==> src/rtl/lsa_pkg.sv <==
package lsa_pkg;
  typedef enum logic [1:0] {
    SZ_BYTE = 2'b00,
    SZ_HALF = 2'b01,
    SZ_WORD = 2'b10
  } acc_size_e;

  typedef enum logic [1:0] {
    SH_LSL = 2'b00,
    SH_LSR = 2'b01,
    SH_ASR = 2'b10,
    SH_ROR = 2'b11
  } shift_kind_e;

  typedef struct packed {
    acc_size_e size;
    logic      sext;
    logic      ok;
  } form_s;
endpackage

==> src/rtl/lsa_offset_sel.sv <==
module lsa_offset_sel #(
  parameter int DW = 32,
  parameter int IW = 12
) (
  input  logic [DW-1:0] index_val,
  input  logic [IW-1:0] inst_lo,
  input  logic          half_fam,
  input  logic          reg_off,
  input  logic          add_up,
  input  logic          carry_in,
  output logic [DW-1:0] off_mag,
  output logic [DW-1:0] off_adj
);
  import lsa_pkg::*;

  localparam int AMT_HI  = 11;
  localparam int AMT_LO  = 7;
  localparam int KIND_HI = 6;
  localparam int KIND_LO = 5;

  function automatic logic [DW-1:0] shift_val(
    input logic [DW-1:0] v,
    input logic [1:0]    kind,
    input logic [4:0]    amt,
    input logic          cin
  );
    logic [2*DW-1:0] wide;
    int n;
    n = (amt == 5'd0) ? DW : int'(amt);
    shift_val = v;
    case (shift_kind_e'(kind))
      SH_LSL: shift_val = v << amt;
      SH_LSR: shift_val = (amt == 5'd0) ? '0 : (v >> amt);
      SH_ASR: begin
        wide = {{DW{v[DW-1]}}, v};
        wide = wide >> n;
        shift_val = wide[DW-1:0];
      end
      SH_ROR: begin
        if (amt == 5'd0) shift_val = {cin, v[DW-1:1]};
        else begin
          wide = {v, v} >> n;
          shift_val = wide[DW-1:0];
        end
      end
      default: shift_val = v;
    endcase
  endfunction

  function automatic logic [DW-1:0] split_imm(input logic [IW-1:0] f);
    split_imm = DW'({f[11:8], f[3:0]});
  endfunction

  always_comb begin
    if (half_fam) off_mag = reg_off ? index_val : split_imm(inst_lo);
    else if (reg_off)
      off_mag = shift_val(index_val, inst_lo[KIND_HI:KIND_LO],
                          inst_lo[AMT_HI:AMT_LO], carry_in);
    else off_mag = DW'(inst_lo);
  end

  assign off_adj = add_up ? off_mag : (~off_mag + DW'(1));
endmodule

==> src/rtl/lsa_form_dec.sv <==
module lsa_form_dec (
  input  logic          half_fam,
  input  logic          byte_sel,
  input  logic          is_load,
  input  logic [1:0]    hs_code,
  output lsa_pkg::form_s form
);
  import lsa_pkg::*;

  always_comb begin
    form.ok   = 1'b1;
    form.sext = 1'b0;
    form.size = SZ_WORD;
    if (!half_fam) begin
      form.size = byte_sel ? SZ_BYTE : SZ_WORD;
    end else begin
      case (hs_code)
        2'b01: form.size = SZ_HALF;
        2'b10: begin form.size = SZ_BYTE; form.sext = 1'b1; form.ok = is_load; end
        2'b11: begin form.size = SZ_HALF; form.sext = 1'b1; form.ok = is_load; end
        default: begin form.size = SZ_HALF; form.ok = 1'b0; end
      endcase
    end
    form.sext = form.sext & form.ok;
  end
endmodule

==> src/rtl/lsa_index_ctl.sv <==
module lsa_index_ctl #(
  parameter int DW = 32
) (
  input  logic [DW-1:0] base_val,
  input  logic [DW-1:0] off_adj,
  input  logic          pre_idx,
  input  logic          wb_bit,
  input  logic          form_ok,
  output logic [DW-1:0] addr,
  output logic [DW-1:0] wb_val,
  output logic          wb_req
);
  logic [DW-1:0] sum;
  assign sum    = base_val + off_adj;
  assign addr   = pre_idx ? sum : base_val;
  assign wb_val = sum;
  assign wb_req = form_ok & (~pre_idx | wb_bit);
endmodule

==> src/rtl/lsa_load_fmt.sv <==
module lsa_load_fmt #(
  parameter int DW = 32
) (
  input  logic [DW-1:0] raw,
  input  logic [1:0]    size,
  input  logic          sext,
  output logic [DW-1:0] data
);
  import lsa_pkg::*;

  function automatic logic [DW-1:0] extend(input logic [DW-1:0] v, input int bits, input logic s);
    logic [DW-1:0] r;
    for (int i = 0; i < DW; i++) r[i] = (i < bits) ? v[i] : (s & v[bits-1]);
    return r;
  endfunction

  always_comb begin
    case (acc_size_e'(size))
      SZ_BYTE: data = extend(raw, 8, sext);
      SZ_HALF: data = extend(raw, 16, sext);
      default: data = raw;
    endcase
  end
endmodule

==> src/rtl/ls_addr_gen.sv <==
module ls_addr_gen #(
  parameter int DW = 32,
  parameter int IW = 12
) (
  input  logic          clk,
  input  logic          rst_n,
  input  logic          in_valid,
  input  logic [DW-1:0] base_val,
  input  logic [DW-1:0] index_val,
  input  logic [IW-1:0] inst_lo,
  input  logic          half_fam,
  input  logic          reg_off,
  input  logic          pre_idx,
  input  logic          add_up,
  input  logic          byte_sel,
  input  logic          wb_bit,
  input  logic          is_load,
  input  logic [1:0]    hs_code,
  input  logic          carry_in,
  input  logic [DW-1:0] ld_raw,
  output logic          out_valid,
  output logic [DW-1:0] eff_addr,
  output logic [DW-1:0] wb_data,
  output logic          wb_en,
  output logic [1:0]    acc_size,
  output logic          sext_en,
  output logic          bad_form,
  output logic [DW-1:0] ld_data
);
  import lsa_pkg::*;

  logic [DW-1:0] off_mag_w, off_adj_w, addr_w, wb_val_w;
  logic          wb_req_w, form_ok_w;
  form_s         form_w;

  lsa_offset_sel #(.DW(DW), .IW(IW)) u_off (
    .index_val(index_val), .inst_lo(inst_lo), .half_fam(half_fam),
    .reg_off(reg_off), .add_up(add_up), .carry_in(carry_in),
    .off_mag(off_mag_w), .off_adj(off_adj_w)
  );

  lsa_form_dec u_form (
    .half_fam(half_fam), .byte_sel(byte_sel), .is_load(is_load),
    .hs_code(hs_code), .form(form_w)
  );

  assign form_ok_w = form_w.ok;

  lsa_index_ctl #(.DW(DW)) u_idx (
    .base_val(base_val), .off_adj(off_adj_w), .pre_idx(pre_idx),
    .wb_bit(wb_bit), .form_ok(form_ok_w), .addr(addr_w),
    .wb_val(wb_val_w), .wb_req(wb_req_w)
  );

  always_ff @(posedge clk or negedge rst_n) begin
    if (!rst_n) begin
      out_valid <= 1'b0;
      wb_en     <= 1'b0;
      eff_addr  <= '0;
      wb_data   <= '0;
      acc_size  <= SZ_WORD;
      sext_en   <= 1'b0;
      bad_form  <= 1'b0;
    end else begin
      out_valid <= in_valid;
      wb_en     <= in_valid & wb_req_w;
      if (in_valid) begin
        eff_addr <= addr_w;
        wb_data  <= wb_val_w;
        acc_size <= form_w.size;
        sext_en  <= form_w.sext;
        bad_form <= ~form_w.ok;
      end
    end
  end

  lsa_load_fmt #(.DW(DW)) u_fmt (
    .raw(ld_raw), .size(acc_size), .sext(sext_en), .data(ld_data)
  );
endmodule

==> config.mk <==
export PLATFORM = sky130hd
export DESIGN_NAME = ls_addr_gen
export DESIGN_NICKNAME = d
export VERILOG_FILES = /design/src/rtl/lsa_pkg.sv /design/src/rtl/lsa_offset_sel.sv /design/src/rtl/lsa_form_dec.sv /design/src/rtl/lsa_index_ctl.sv /design/src/rtl/lsa_load_fmt.sv /design/src/rtl/ls_addr_gen.sv
export SDC_FILE = /design/constraint.sdc
export NUM_CORES = 1
export LEC_CHECK = 0
export ABC_AREA = 1
export BUFFER_PORTS_ARGS = -buffer_cell sky130_fd_sc_hd__clkbuf_2
export CAP_MARGIN = 30
export CORE_MARGIN = 1
export CORE_UTILIZATION = 35
export DETAILED_ROUTE_END_ITERATION = 8
export SYNTH_ARGS = -nofsm -noshare
export SYNTH_HDL_FRONTEND = slang
export SYNTH_SLANG_ARGS = --single-unit
==> constraint.sdc <==
create_clock -name clk -period 1.3 [get_ports clk]
set_input_delay 0 -clock clk [delete_from_list [all_inputs] [get_ports clk]]
set_output_delay 0 -clock clk [all_outputs]
set_load 0.005 [all_outputs]
==> results.json, run 1 <==
{
  "status": "complete, but fails checks",
  "cts-root-buf": "clkbuf_16",
  "coreArea_um2": 31700,
  "hp-start": "ld_raw[1]",
  "clk_latency_ns": 0.37,
  "layoutNonFillerInstCount": 3258,
  "drt_pass1_iterations": 6,
  "finalMaxSlewViolations": 0,
  "layout-drive-gt1-share": 0.465,
  "area_growth_pct": 84.1,
  "num_rows": 65,
  "htreeDepth": 3,
  "max-cap-violations": 0,
  "yosys.area.top_type": "nand2_1",
  "die_w_um": 182,
  "netlist_top_cells_area": "nand2_1 (25%), nand3_1 (18%), dfrtp_1 (15%), nor2_1 (5.8%), a21oi_1 (5.5%)",
  "peakVddDrop_uv": 767,
  "diodes": 0,
  "ys_seq_elements": 70,
  "reg2reg_from": "acc_size[1]",
  "fin_skew_ns": 0,
  "crit_arrival_ns": 4.46,
  "postRouteAntennaNets": 0,
  "syn_inst": 2127,
  "power.leakage_nw": 10.8,
  "place_area_um2": 16700,
  "finalHoldViolations": 0,
  "power_density_nw_per_um2": 886,
  "cp-start-kind": "primary input",
  "crit_type": "primary input to flop",
  "drc": 0,
  "syn_area_um2": 11400,
  "hpwl_mm": 53.5,
  "drtIter0Drc": 1896,
  "worstPathRequired_ns": 1.55,
  "cts_made_buffers": 9,
  "setup_viol": 89,
  "grt_use_total": 0.408,
  "place_inst": 3115,
  "via_per_inst": 5.76,
  "synth_area_per_cell_um2": 5.34,
  "relSlewSlack": 0.560,
  "cp-end-kind": "flop",
  "cts.sinks": 70,
  "grt_pass1_vias": 17500,
  "grt_pass1_wl_mm": 103,
  "synth_top_area_frac": 0.254,
  "syn-num-nets": 2282,
  "wl_per_cell_um": 22.0,
  "startpoint": "inst_lo[7]",
  "crit_fanout": 8,
  "routabilityCongestion": 1.07,
  "min_period_ns": 4.21,
  "final_area_um2": 20900,
  "ys_seq_area_frac": 0.154,
  "total_power_mw": 18.5,
  "max_stage_delay_ns": 0.33,
  "ys_types": 44,
  "routed-via-count": 18800,
  "antenna_found_initial": 1,
  "cts_tree": "built",
  "violations": "setup timing",
  "slowest_stage": "a221oi_2",
  "async_flop_share": 1.00,
  "synth-edff-count": 0,
  "fmax_ghz": 0.238,
  "overflow": 0,
  "hold_class": "primary input to primary output",
  "period_share": 3.24,
  "worst_slack_ns": -2.91,
  "wl_mm": 71.8,
  "cts_buffer_depth": 2,
  "start_util": 0.358,
  "synth_ff_type": "dfrtp_1",
  "rsz0062_at_grt": "yes",
  "fp.dieH_um": 182,
  "io_pins": 223,
  "tightest_slew_ns": 0.653,
  "path_clk_slew_ns": 0.06,
  "yosysWarnings": 0,
  "die_area_um2": 33200,
  "fin_nets": 3006,
  "grt_max_degree": 78,
  "n_fill_cell": 2807,
  "io_buffers": 208
}
stage by stage:
stage,worst slack (ns),util,TNS [ns],hold WS [ns]
2_1_floorplan,-2.33,-,-113.82,-0.296
3_3_place_gp,-3.87,0.526,-198.10,0.0000346
3_5_place_dp,-3.84,0.526,-197.99,0.0000346
4_1_cts,-2.74,0.615,-146.52,0.0000346
5_1_grt,-3.09,0.660,-170.62,0.00000796
6_report,-2.91,0.660,-160.47,0.00000197
layout make-up:
| cell class | instances | area [um^2] | area share |
|---|---|---|---|
| clock buffers | 10 | 229 | 0.0109 |
| clock inverters | 6 | 93.8 | 0.00448 |
| inverters | 136 | 553 | 0.0264 |
| multi-input cells | 1795 | 11100 | 0.532 |
| flip-flops and latches | 70 | 1750 | 0.0837 |
| well taps | 402 | 503 | 0.0240 |
| repair buffers | 837 | 6640 | 0.317 |
| repair inverters | 2 | 15.0 | 0.000717 |
worst paths after layout:
path                           endpoint  slack, ns  cells after the start
setup / recovery           eff_addr[25]      -2.91                     32
hold / removal               ld_data[1]   0.000002                      0
setup reg to reg            acc_size[1]       0.40                      2
hold reg to reg            eff_addr[10]       0.48                      2
max in group asynchronous   eff_addr[4]       0.76                      3
min in group asynchronous   wb_data[19]       0.21                      3
state kept, by name (all words and copies together) (netlist names):
signal / count
eff_addr: 32
wb_data: 32
acc_size: 2
sext_en: 1
wb_en: 1
out_valid: 1
bad_form: 1
power by group:
| part | switching (mW) | total [mW] | internal [mW] |
|---|---|---|---|
| logic | 6.89 | 12.7 | 5.85 |
| registers | 0.327 | 3.02 | 2.69 |
| clock network | 1.10 | 2.79 | 1.69 |
cells in the mapped netlist, types with 2 or more instances:
| cell type | number |
|---|---|
| nor4_1 | 7 |
| nand3b_1 | 6 |
| nor2_4 | 2 |
| xor2_1 | 30 |
| nand3_1 | 403 |
| buf_1 | 17 |
| inv_1 | 123 |
| a221oi_1 | 4 |
| nor2_2 | 6 |
| a31oi_1 | 5 |
| a21boi_0 | 3 |
| o21ai_0 | 103 |
| buf_2 | 42 |
| or2_2 | 3 |
| o211ai_1 | 28 |
| o22ai_1 | 6 |
| a21o_1 | 3 |
| inv_2 | 10 |
| dfrtp_1 | 69 |
| o21a_1 | 5 |
| nor3_1 | 4 |
| buf_6 | 4 |
| o31ai_1 | 2 |
| xnor2_1 | 13 |
| clkbuf_1 | 49 |
| nand2_2 | 4 |
| ha_1 | 33 |
| and2_1 | 2 |
| inv_4 | 2 |
| a21oi_2 | 7 |
| nand4_1 | 19 |
| o21ai_1 | 16 |
| nor2_1 | 177 |
| nand2_1 | 769 |
| buf_4 | 15 |
| a21oi_1 | 126 |
| nand3_2 | 3 |
routing by layer:
metal / share of wire / vias up / GRT usage
li1: - / 8516 / -
met1: 0.41 / 8894 / 0.548
met2: 0.44 / 1117 / 0.655
met3: 0.093 / 236 / 0.0625
met4: 0.052 / 2 / 0.156
met5: 0.00014 / - / 0
layout by cell type (no fill, tap or decap), drive strengths merged, types with 19 or more instances in the layout:
cell and count:
inv 135, buf 613, xor2 30, ha 33, nand2 773, nand3 406, clkbuf 208, o211ai 28
dfrtp 69, o21ai 120, nand4 19, a21oi 133, nor2 186, dlygate4sd3 23
worst max-delay path, delay by kind of cell:
family | cells | cell delay [ns]
buf+inv | 6 | 0.86
simple gates | 17 | 1.77
xor+xnor | 1 | 0.29
compound gates | 7 | 1.22
fa+ha+maj | 1 | 0.28
cell families after synthesis:
kind of cell	count (synthesis)	synth area share
compound gates	312	0.152
xor+xnor	43	0.0331
fa+ha+maj	34	0.0381
buf+inv	263	0.0995
flops	70	0.154
simple gates	1405	0.523
repair_timing:
action | in CTS | in global routing
endpoints found under the hold margin | 91 | 0
setup endpoints to repair | 88 | 88
cloned | 8 | 4
buffers inserted | 61 | 44
pin swaps | 175 | 160
resized for setup | 391 | 275
hold buffers | 23 | 0
No activity file was read; power rests on OpenSTA's default activity.
==> run 2: changes to the inputs <==
ABC_AREA = not set   (was 1)
HOLD_SLACK_MARGIN = 0.12   (was not set)
==> run 2 against run 1 <==
The run still ends with setup timing left; hold slack gained 0.14 ns; worst setup slack lost 0.80 ns; flip-flop and latch count is the same; critical path depth shrank 6; utilization shrank 7.1 points; clock power shrank 7.9%; first-iteration DRC count grew 40%; global-route usage grew 2.9 points; count of clock-buffer cells in the layout is the same; power grew 0.96%; wire length grew 20%; die area grew 15%; critical path type unchanged.
==> results.json, run 2 <==
{
  "routed-via-count": 18300,
  "fin_nets": 2550,
  "via_per_inst": 6.39,
  "netlist_top_cells_area": "dfrtp_1 (13%), mux4_2 (12%), mux2i_1 (7.5%), mux2_2 (4.8%), a21oi_1 (4.3%)",
  "area_growth_pct": 65.4,
  "cp-start-kind": "primary input",
  "top_regs": "eff_addr (32), wb_data (32), acc_size (2)",
  "hpwl_mm": 67.8,
  "fp.dieH_um": 195,
  "drtIter0Drc": 2661,
  "synth_ff_type": "dfrtp_1",
  "crit_arrival_ns": 5.27,
  "synthAdderAreaFrac": 0.0331,
  "worstPathRequired_ns": 1.56,
  "crit_family": "compound AO/OA/AOI/OAI gates",
  "critPathBufInv": 4,
  "most-common-layout-cells": "buf_4 (658), clkbuf_2 (187), nand2_1 (123), nor2_1 (118)",
  "cp-end-kind": "flop",
  "path_clk_slew_ns": 0.06,
  "rsz0062_at_grt": "yes",
  "layout-drive-gt1-share": 0.527,
  "total_power_mw": 18.7,
  "grt_max_degree": 71,
  "syn_inst": 1575,
  "finalHoldViolations": 0,
  "start_util": 0.356,
  "yosys.area.top_type": "dfrtp_1",
  "fmax_ghz": 0.200,
  "cts.sinks": 70,
  "cts_made_buffers": 9,
  "routabilityCongestion": 1.05,
  "tns_ns": -192.93,
  "yosys.area_share.xor_xnor": 0.0359,
  "setup_viol": 88,
  "antenna_found_initial": 0,
  "grt_use_total": 0.437,
  "clk_latency_ns": 0.36,
  "synth_top_area_frac": 0.132,
  "drt_pass1_iterations": 8,
  "slowest_stage": "mux4_2",
  "die_w_um": 195,
  "synth_compound_area_frac": 0.280,
  "synth-simple-area-share": 0.176,
  "period_share": 3.85,
  "diodes": 0,
  "peakVddDrop_uv": 678,
  "async_flop_share": 1.00,
  "ys_seq_area_frac": 0.134,
  "grt_pass1_wl_mm": 121,
  "final_common_cell": "buf_4",
  "yosysWarnings": 0,
  "crit_type": "primary input to flop",
  "io_pins": 223,
  "violations": "setup timing",
  "synth_area_per_cell_um2": 8.30,
  "status": "complete, but fails checks",
  "synthTopCellsByCount": "nor2_1 (128), nand2_1 (126), a21oi_1 (113), mux2i_1 (98), o21ai_0 (82)",
  "min_period_ns": 5.01,
  "overflow": 0,
  "wl_mm": 86.4,
  "grt_pass1_vias": 17400,
  "post-route-util": 0.589,
  "max-cap-violations": 0,
  "htreeDepth": 3,
  "synth-edff-count": 0,
  "power_density_nw_per_um2": 866,
  "synthMuxAreaShare": 0.252,
  "fin_skew_ns": 0,
  "ys_types": 106,
  "cts_buffer_depth": 2,
  "wl_per_cell_um": 30.1,
  "synth_top_family_by_area": "compound AO/OA/AOI/OAI gates",
  "postRouteAntennaNets": 0,
  "finalMaxSlewViolations": 0,
  "die_area_um2": 38100,
  "cts-root-buf": "clkbuf_16",
  "syn-num-nets": 1730,
  "syn_area_um2": 13100,
  "relSlewSlack": 0.543,
  "max_stage_delay_ns": 0.56,
  "hold_class": "primary input to flop",
  "worst_slack_ns": -3.71,
  "drc": 0,
  "num_rows": 70,
  "ys_seq_elements": 70,
  "yosysMostFrequentCell": "nor2_1",
  "tightest_slew_ns": 0.678,
  "coreArea_um2": 36700,
  "io_buffers": 208,
  "cts_tree": "built",
  "crit_fanout": 8,
  "power.leakage_nw": 10.1
}
[run 2: report_power, final]
group | total, mW | leakage (nW) | switching, mW | internal [mW]
sequential | 3.20 | 0.810 | 0.378 | 2.82
combinational | 12.9 | 9.10 | 6.57 | 6.38
clock | 2.57 | 0.145 | 1.02 | 1.55
total | 18.7 | 10.1 | 7.97 | 10.8
[run 2: metal layers]
layer,GRT usage,vias up,share of wire
li1,-,7764,-
met1,0.580,8912,0.40
met2,0.662,1355,0.43
met3,0.109,293,0.11
met4,0.210,0,0.060
met5,0,-,0
[run 2: timing repair]
| item | 4_1_cts | 5_1_grt |
|---|---|---|
| endpoints found under the hold margin | 116 | 2 |
| pin swaps | 93 | 58 |
| cloned | 4 | 0 |
| gates resized for setup | 172 | 93 |
| setup endpoints to repair | 89 | 91 |
| hold buffers | 46 | 1 |
| buffers inserted | 35 | 33 |
[run 2: path summary, 6_finish.rpt]
kind	from	slack [ns]	endpoint	cells past startpoint
max in group asynchronous	rst_n	0.78	eff_addr[6]	3
min in group asynchronous	rst_n	0.20	wb_data[24]	3
worst min register to register	wb_data[20]	0.50	wb_data[20]	2
worst max register to register	eff_addr[30]	0.42	eff_addr[30]	3
worst max-delay path	inst_lo[10]	-3.71	eff_addr[31]	26
worst min-delay path	base_val[1]	0.14	eff_addr[1]	4
[run 2: cells by family after synthesis]
family,after synthesis
and+or+nand+nor,467
muxes,230
AOI/OAI and AO/OA,527
adders and majority gates,34
xor gates and xnor gates,52
DFF,70
buffers and inverters,195
[run 2: layout make-up]
type	instances	area, um^2
Tap cell	468	586
Inverter	27	114
Clock buffer	10	239
Sequential cell	70	1750
Clock inverter	6	67.6
Fill cell	3251	15100
Multi-Input combinational cell	1310	11300
Timing Repair Buffer	977	7550
[run 2: stage by stage]
step	cell area (um^2)	hold WS (ns)	worst slack, ns	instances
after floorplan	13300	-0.296	-3.59	1575
after global placement	19100	0.0000346	-4.38	2747
after detailed placement	19100	0.0000346	-4.37	2747
after CTS	21000	0.146	-3.53	2845
after global routing	21600	0.163	-3.90	2868
final	21600	0.137	-3.71	2868
[run 2: tightest hold or removal path, stage by stage]
cell	delay, ns
clkbuf_2	0.10
buf_4	0.12
mux2i_1	0.07
a21oi_1	0.16
